[src/rtl/swire_rdbit_pkg.sv]
package swire_rdbit_pkg;

  // Engine phase: idle, waiting for a start-condition high time, or in a frame
  typedef enum logic [1:0] {
    PH_IDLE  = 2'd0,
    PH_GUARD = 2'd1,
    PH_FRAME = 2'd2
  } phase_e;

endpackage

[src/rtl/swire_line_sync.sv]
module swire_line_sync #(
  parameter int STAGES = 2
) (
  input  logic clk_i,
  input  logic rst_i,
  input  logic async_i,
  output logic sync_o
);

  logic [STAGES-1:0] stage_q;

  generate
    for (genvar s = 0; s < STAGES; s++) begin : g_stage
      if (s == 0) begin : g_first
        always_ff @(posedge clk_i) begin
          if (rst_i) stage_q[0] <= 1'b1;
          else       stage_q[0] <= async_i;
        end
      end else begin : g_next
        always_ff @(posedge clk_i) begin
          if (rst_i) stage_q[s] <= 1'b1;
          else       stage_q[s] <= stage_q[s-1];
        end
      end
    end
  endgenerate

  assign sync_o = stage_q[STAGES-1];

endmodule

[src/rtl/swire_gap_tracker.sv]
module swire_gap_tracker #(
  parameter int GAP_MAX = 25
) (
  input  logic clk_i,
  input  logic rst_i,
  input  logic frame_end_i,
  input  logic idle_i,
  output logic stale_o
);

  localparam int GW = $clog2(GAP_MAX + 2);
  localparam logic [GW-1:0] GAP_SAT = GW'(GAP_MAX + 1);
  localparam logic [GW-1:0] GAP_LIM = GW'(GAP_MAX);

  logic [GW-1:0] gap_q;

  always_ff @(posedge clk_i) begin
    if (rst_i)                         gap_q <= GAP_SAT;
    else if (frame_end_i)              gap_q <= GW'(1);
    else if (idle_i && gap_q <= GAP_LIM) gap_q <= gap_q + GW'(1);
  end

  assign stale_o = (gap_q > GAP_LIM);

endmodule

[src/rtl/swire_frame_seq.sv]
module swire_frame_seq
  import swire_rdbit_pkg::*;
#(
  parameter int BIT_CYC  = 20,
  parameter int REQ_CYC  = 3,
  parameter int SAMP_CYC = 8,
  parameter int HTSS_CYC = 10
) (
  input  logic clk_i,
  input  logic rst_i,
  input  logic req_i,
  input  logic line_s_i,
  input  logic stale_i,
  output logic frame_end_o,
  output logic idle_o,
  output logic drive_low_o,
  output logic busy_o,
  output logic done_o,
  output logic bit_o
);

  localparam int CW = $clog2(BIT_CYC);
  localparam int HW = $clog2(HTSS_CYC + 1);
  localparam logic [CW-1:0] CNT_LAST = CW'(BIT_CYC - 1);
  localparam logic [CW-1:0] CNT_SAMP = CW'(SAMP_CYC);
  localparam logic [CW-1:0] CNT_REQ  = CW'(REQ_CYC);
  localparam logic [HW-1:0] HT_LAST  = HW'(HTSS_CYC - 1);

  phase_e        ph_q, ph_n;
  logic [CW-1:0] cnt_q, cnt_n;
  logic [HW-1:0] ht_q, ht_n;
  logic          samp_q, samp_n;
  logic          end_n;

  always_comb begin
    ph_n   = ph_q;
    cnt_n  = cnt_q;
    ht_n   = ht_q;
    samp_n = samp_q;
    end_n  = 1'b0;
    unique case (ph_q)
      PH_IDLE: begin
        if (req_i) begin
          cnt_n = '0;
          ht_n  = '0;
          ph_n  = stale_i ? PH_GUARD : PH_FRAME;
        end
      end
      PH_GUARD: begin
        if (line_s_i) begin
          if (ht_q == HT_LAST) begin
            ph_n  = PH_FRAME;
            cnt_n = '0;
          end else begin
            ht_n = ht_q + HW'(1);
          end
        end else begin
          ht_n = '0;
        end
      end
      PH_FRAME: begin
        if (cnt_q == CNT_SAMP) samp_n = line_s_i;
        if (cnt_q == CNT_LAST) begin
          ph_n  = PH_IDLE;
          end_n = 1'b1;
        end else begin
          cnt_n = cnt_q + CW'(1);
        end
      end
      default: ph_n = PH_IDLE;
    endcase
  end

  always_ff @(posedge clk_i) begin
    if (rst_i) begin
      ph_q        <= PH_IDLE;
      cnt_q       <= '0;
      ht_q        <= '0;
      samp_q      <= 1'b1;
      drive_low_o <= 1'b0;
      busy_o      <= 1'b0;
      done_o      <= 1'b0;
      bit_o       <= 1'b1;
    end else begin
      ph_q        <= ph_n;
      cnt_q       <= cnt_n;
      ht_q        <= ht_n;
      samp_q      <= samp_n;
      drive_low_o <= (ph_n == PH_FRAME) && (cnt_n < CNT_REQ);
      busy_o      <= (ph_n != PH_IDLE);
      done_o      <= end_n;
      if (end_n) bit_o <= samp_n;
    end
  end

  assign frame_end_o = end_n;
  assign idle_o      = (ph_q == PH_IDLE);

endmodule

[src/rtl/swire_rdbit_master.sv]
module swire_rdbit_master #(
  parameter int BIT_CYC    = 20,
  parameter int REQ_CYC    = 3,
  parameter int SAMP_CYC   = 8,
  parameter int GAP_MAX    = 25,
  parameter int HTSS_CYC   = 10,
  parameter int SYNC_STAGES = 2
) (
  input  logic clk_i,
  input  logic rst_i,
  input  logic req_i,
  input  logic line_i,
  output logic drive_low_o,
  output logic busy_o,
  output logic done_o,
  output logic bit_o
);

  logic line_s;
  logic stale;
  logic frame_end;
  logic idle;

  swire_line_sync #(.STAGES(SYNC_STAGES)) sync_i (
    .clk_i   (clk_i),
    .rst_i   (rst_i),
    .async_i (line_i),
    .sync_o  (line_s)
  );

  swire_gap_tracker #(.GAP_MAX(GAP_MAX)) gap_i (
    .clk_i       (clk_i),
    .rst_i       (rst_i),
    .frame_end_i (frame_end),
    .idle_i      (idle),
    .stale_o     (stale)
  );

  swire_frame_seq #(
    .BIT_CYC  (BIT_CYC),
    .REQ_CYC  (REQ_CYC),
    .SAMP_CYC (SAMP_CYC),
    .HTSS_CYC (HTSS_CYC)
  ) seq_i (
    .clk_i       (clk_i),
    .rst_i       (rst_i),
    .req_i       (req_i),
    .line_s_i    (line_s),
    .stale_i     (stale),
    .frame_end_o (frame_end),
    .idle_o      (idle),
    .drive_low_o (drive_low_o),
    .busy_o      (busy_o),
    .done_o      (done_o),
    .bit_o       (bit_o)
  );

endmodule

[config.mk]
export PLATFORM = sky130hd
export DESIGN_NAME = swire_rdbit_master
export DESIGN_NICKNAME = d
export VERILOG_FILES = /design/src/rtl/swire_rdbit_pkg.sv /design/src/rtl/swire_line_sync.sv /design/src/rtl/swire_gap_tracker.sv /design/src/rtl/swire_frame_seq.sv /design/src/rtl/swire_rdbit_master.sv
export SDC_FILE = /design/constraint.sdc
export NUM_CORES = 1
export LEC_CHECK = 0
export CORE_MARGIN = 4
export CORE_UTILIZATION = 46
export DETAILED_ROUTE_END_ITERATION = 12
export PLACE_DENSITY = 0.75
export SLEW_MARGIN = 40
export SYNTH_ARGS = -nofsm -noshare
export SYNTH_HDL_FRONTEND = slang
export SYNTH_SLANG_ARGS = --single-unit
[constraint.sdc]
create_clock -name clk_i -period 1.6 [get_ports clk_i]
set_input_delay 0.32 -clock clk_i [delete_from_list [all_inputs] [get_ports clk_i]]
set_output_delay 0.32 -clock clk_i [all_outputs]
set_load 0.01 [all_outputs]
# Word-level counts from Yosys, hierarchy flattened
# Cells that the tools add are included.
# Widths: inputs -> output; s select.
[totals]
word_cells = 55
latchBits = 0
output_inout_bits = 4
ff_bits = 23
inputBits = 4
ram_bits = 0
romBits = 0
n_memories = 0
[op_classes]
n_lt_le_gt_ge = 3
shift = 0
mul = 0
eq_ne = 8
bitwise_logic = 0
n_mux = 21
n_addsub = 3
reduce_logical = 8
n_div = 0
[ops]
columns = ["cell", "count"]
rows = [
  ["$mux 5", 6],
  ["$pmux 5 s3", 1],
  ["$mux 4", 3],
  ["$add 5x1->5 const B", 2],
  ["$mux 2", 5],
  ["$pmux 4 s2", 1],
  ["$pmux 2 s3", 1],
  ["$reduce_bool 2->1", 3],
  ["$eq 5x4->1 const B", 1],
  ["$eq 5x5->1 const B", 1],
  ["$gt 5x5->1 const B", 1],
  ["$le 5x5->1 const B", 1],
  ["$lt 5x2->1 const B", 1],
  ["$add 4x1->4 const B", 1],
  ["$eq 2x2->1 const B", 2],
  ["$eq 4x4->1 const B", 1],
  ["$mux 1", 4],
  ["$ne 3x3->1 const B", 1],
  ["$reduce_and 3->1", 1],
  ["$eq 2x1->1 const B", 1],
  ["$logic_and 1x1->1", 2],
  ["$logic_not 2->1", 1],
  ["$ne 2x2->1 const B", 1],
  ["$reduce_or 2->1", 1],
]

# Longest topological paths before layout
[depth]
ltp_word = 6
mapped_depth = 7

# Modules after synthesis
# A second synthesis with hierarchy kept.
[hier_totals]
cells_unflattened = 135
hier_area_um2 = 1231.2
[modules_own_cells]
columns = ["module", "seq_area_each_um2", "n_inst", "cells_per_inst", "area_per_inst_um2"]
rows = [
  ["swire_frame_seq", 320.3, 1, 96, 857.1],
  ["swire_gap_tracker", 100.1, 1, 35, 321.6],
  ["swire_line_sync", 40.0, 1, 4, 52.6],
]

# Worst setup path after synthesis
# Ideal clock, no wire load.
[synth_path]
path_kind = "register to register"
from = "register seq_i.ht_q[1]"
to = "register seq_i.ht_q[3]"
setup_time_ps = 129
period_less_slack_ps = 1535
setup_slack_ps = 65
arrival_time_ps = 1406
n_path_buf = 0
t_required_ps = 1471
stages_incl_launch_ff = 8
cell_sequence = "dfxtp_1 inv_1 ha_1 and4b_1 a211oi_4 nand4_1 xor2_1 nor2_1"
[synth_via]
elab_chain_cells = 4
elab_cells_between_ends = 7
cone_classes = "1 x add/sub; 2 x eq/ne; 3 x mux; 1 x reduce/logical"
[synth_rtl]
columns = ["item", "line", "text"]
rows = [
  ["start: declaration", "swire_frame_seq.sv:31", "logic [HW-1:0] ht_q, ht_n;"],
  ["start signal: assignment", "swire_frame_seq.sv:87", "ht_q <= ht_n;"],
  ["$add 4x1->4", "swire_frame_seq.sv:55", "ht_n = ht_q + HW'(1);"],
  ["$mux 4", "swire_frame_seq.sv:51", "if (ht_q == HT_LAST) begin"],
  ["$mux 4", "swire_frame_seq.sv:50", "if (line_s_i) begin"],
  ["$pmux 4 s2", "swire_frame_seq.sv:41", "unique case (ph_q)"],
]
# Several ways; a longest one is shown, not always the timed one. The select of a mux whose other input is x is not followed.
# A chain may end at the register's enable or synchronous reset.

# Worst setup path after layout
[layout_path]
from = "register seq_i.ht_q[0]"
to = "register seq_i.cnt_q[1]"
[layout_via]
elab_chain_cells = 4
[layout_rtl]
columns = ["item", "line", "text"]
rows = [
  ["$eq 4x4->1", "swire_frame_seq.sv:51", ""],
  ["$mux 5", "swire_frame_seq.sv:51", ""],
  ["$mux 5", "swire_frame_seq.sv:50", ""],
  ["$pmux 5 s3", "swire_frame_seq.sv:41", ""],
  ["end signal: assignment", "swire_frame_seq.sv:86", "cnt_q <= cnt_n;"],
  ["end: declaration", "swire_frame_seq.sv:30", "logic [CW-1:0] cnt_q, cnt_n;"],
]
# Every way passes these cells.

==> impl_metrics.ini <==
[timing]
setup_viol_count_final = 0
hold_violations = 0
relSlewSlack = 0.770
min_period_ns = 1.59
slew_violations = 0
finalSetupTns_ns = 0
max_clock_freq_mhz = 630
rsz0062_at_grt = true
worstMarginPinSlew_ns = 0.345
worst_clock_skew_ns = 0.00940
min_period_over_period = 0.992
timing.hold.ws_ns = 0.436

[global_route]
antenna_found_initial = 0
grt-ovfl-total = 0
grt_pass1_vias = 968
grtUsageTotal = 0.156
grt_max_degree = 15
grt_pass1_wl_um = 4130

[setup_path]
crit_fanout = 3
critPathRequiredTime_ns = 1.82
cp-end-kind = flip-flop
critPathKind = reg -> reg
critPathLaunchType = flip-flop
r2r_setup_slack_ns = 0.01
arrival_ns = 1.81

[synthesis]
synth_area_per_cell_um2 = 9.38
yosysWarnings = 0
synth_nets = 136
yosys-top-cells-area = dfxtp_1 (39%), ha_1 (6.3%), nor2_1 (4.1%)
post-synth-top-area-fraction = 0.389
ys.flop_type = dfxtp_1
ys_seq_area_frac = 0.389
async_flop_share = 0
synth_top_area_cell = dfxtp_1
synth_edf_count = 0
synthCells = 126
yosysUniqueCellTypes = 44
synth_area_um2 = 1180
netlist_top_cells_count = dfxtp_1 (23), nor2_1 (13), inv_1 (9), nand2_1 (8), nand3_1 (8)
ys_ff_latch = 23
yosysMostFrequentCell = dfxtp_1

[route]
post_drt_wl_per_cell_um = 14.6
route.vias.total = 1043
antenna_left = 0
first_pass_iters = 5
drc = 0
drt-initial-drc-count = 33
avgViaCountPerCell = 5.61
drt_wl_total_um = 2720

[power_and_ir_drop]
peakVddDrop_mv = 0.645
cellLeakagePower_nw = 0.651
seq_power_share = 0.594
p_clk_frac = 0.285
internal_power_w = 0.000740
combPwrFrac = 0.121
p_sw_w = 0.000257
powerDensity_nw_per_um2 = 637
netSwitchingFraction = 0.258

[final_layout]
syn_to_final_growth_pct = 32.4
diodes = 0
drive_above_1_share = 0.385
final_nets = 167
stdcell_area_um2 = 1570
final_util = 0.638
nFillCells = 211

[floorplan]
row_count = 18
die_h_um = 58.7
die_area_um2 = 3450
ios = 8
die-width_um = 58.7
initial_core_util = 0.482
coreArea_um2 = 2450

[hold_path]
hold_class = reg -> reg

[place]
hpwl_um = 1890
gp_congestion = 0.855
io_buffers = 7
dpl_cell_area_um2 = 1400

[cts]
clockRootBuffer = clkbuf_4
holdBufCountCts = 0
h-tree-depth = 1
ctsLongestPathBuffers = 2
cts_tree = yes
clk_latency_ns = 0.32
cts.sinks = 23
clkTransAtPathRegs_ns = 0.14
numCtsBuffers = 3

[flow_run]
max_cap_violations = 0

[outcome]
status = finished clean
final timing paths:
path,start,endpoint,cells past startpoint
worst max-delay path,seq_i.ht_q[0],seq_i.cnt_q[1],7
worst min-delay path,sync_i.stage_q[0],sync_i.sync_o,1
worst max register to register,seq_i.ht_q[0],seq_i.cnt_q[1],7
worst min register to register,sync_i.stage_q[0],sync_i.sync_o,1
power groups by stage:
| stage | clock (W) | sequential, W | combinational (W) |
|---|---|---|---|
| 5_1_grt | 0.000323 | 0.000594 | 0.000133 |
| 2_1_floorplan | 0 | 0.000607 | 0.0000599 |
| 3_5_place_dp | 0 | 0.000606 | 0.000117 |
| 3_3_place_gp | 0 | 0.000605 | 0.000113 |
| 4_1_cts | 0.000301 | 0.000593 | 0.000117 |
| 6_report | 0.000284 | 0.000592 | 0.000121 |
timing repair:
item,4_1_cts,5_1_grt
pin swaps,0,9
setup endpoints to repair,1,8
endpoints found under the hold margin,0,0
setup buffers,0,5
resized for setup,1,29
metal layers:
metal	vias up	GRT usage	part of all wire
li1	512	-	-
met1	506	0.177	0.40
met2	17	0.279	0.54
met3	8	0.0461	0.033
met4	0	0.0485	0.023
met5	-	0	0
registers in the layout, summed over array words and instances, names as in the netlist:
signal	cells
seq_i.bit_o	1
seq_i.drive_low_o	1
seq_i.busy_o	1
seq_i.ht_q	4
sync_i.stage_q	1
seq_i.done_o	1
seq_i.samp_q	1
seq_i.ph_q	2
seq_i.cnt_q	5
sync_i.sync_o	1
gap_i.gap_q	5
logic make-up after synthesis:
group                      synth area share
AOI/OAI and AO/OA                     0.195
adders and majority gates            0.0635
and+or+nand+nor                       0.236
DFF                                   0.389
xor gates and xnor gates             0.0296
buffers and inverters                0.0508
muxes                                0.0360
metrics by stage:
step / power, W / std cells / setup slack (ns)
after global routing: 0.00105 / 186 / -0.0808
final: 0.000997 / 186 / 0.0129
after CTS: 0.00101 / 182 / 0.000164
after global placement: 0.000718 / 178 / -0.215
after detailed placement: 0.000722 / 178 / -0.247
after floorplan: 0.000666 / 126 / 0.0648
worst max-delay path, cell delays in order (launching register included):
cell and delay (ns):
dfxtp_1 0.37, ha_2 0.19, nand4b_1 0.16, o21ai_1 0.22, o311ai_2 0.17, buf_4 0.18
a21oi_2 0.15, nor2_1 0.05
final cells by class:
type | instances | area [um2] | share of cell area
Tap cell | 30 | 37.5 | 0.0240
Inverter | 9 | 33.8 | 0.0216
Timing Repair Buffer | 29 | 240 | 0.153
Sequential cell | 23 | 470 | 0.301
Multi-Input combinational cell | 91 | 753 | 0.481
Clock buffer | 3 | 22.5 | 0.0144
Clock inverter | 1 | 7.51 | 0.00480
cells in the final DEF (no fill, tap or decap), types with 2 or more instances in the layout:
| cell | Yosys | layout |
|---|---|---|
| nor2_1 | 13 | 11 |
| xor2_1 | 2 | 2 |
| mux2_2 | 2 | 2 |
| and3_1 | 2 | 2 |
| nand3_2 | 0 | 3 |
| xnor2_1 | 2 | 2 |
| dfxtp_1 | 23 | 17 |
| inv_2 | 0 | 2 |
| ha_1 | 6 | 4 |
| nand2b_1 | 2 | 2 |
| mux2i_1 | 2 | 2 |
| nand3_1 | 8 | 5 |
| nand2_1 | 8 | 8 |
| dfxtp_2 | 0 | 5 |
| dlymetal6s2s_1 | 0 | 2 |
| buf_4 | 0 | 22 |
| nor2_2 | 3 | 3 |
| inv_1 | 9 | 7 |
| clkbuf_4 | 0 | 3 |
| or2_2 | 2 | 2 |
| nor2_4 | 0 | 2 |
| clkdlybuf4s50_1 | 0 | 5 |
| nand4_1 | 2 | 2 |
| o21ai_0 | 4 | 3 |
| o211ai_1 | 3 | 3 |
| a21oi_1 | 3 | 2 |
Note: power is estimated with default switching activity, not from simulation.
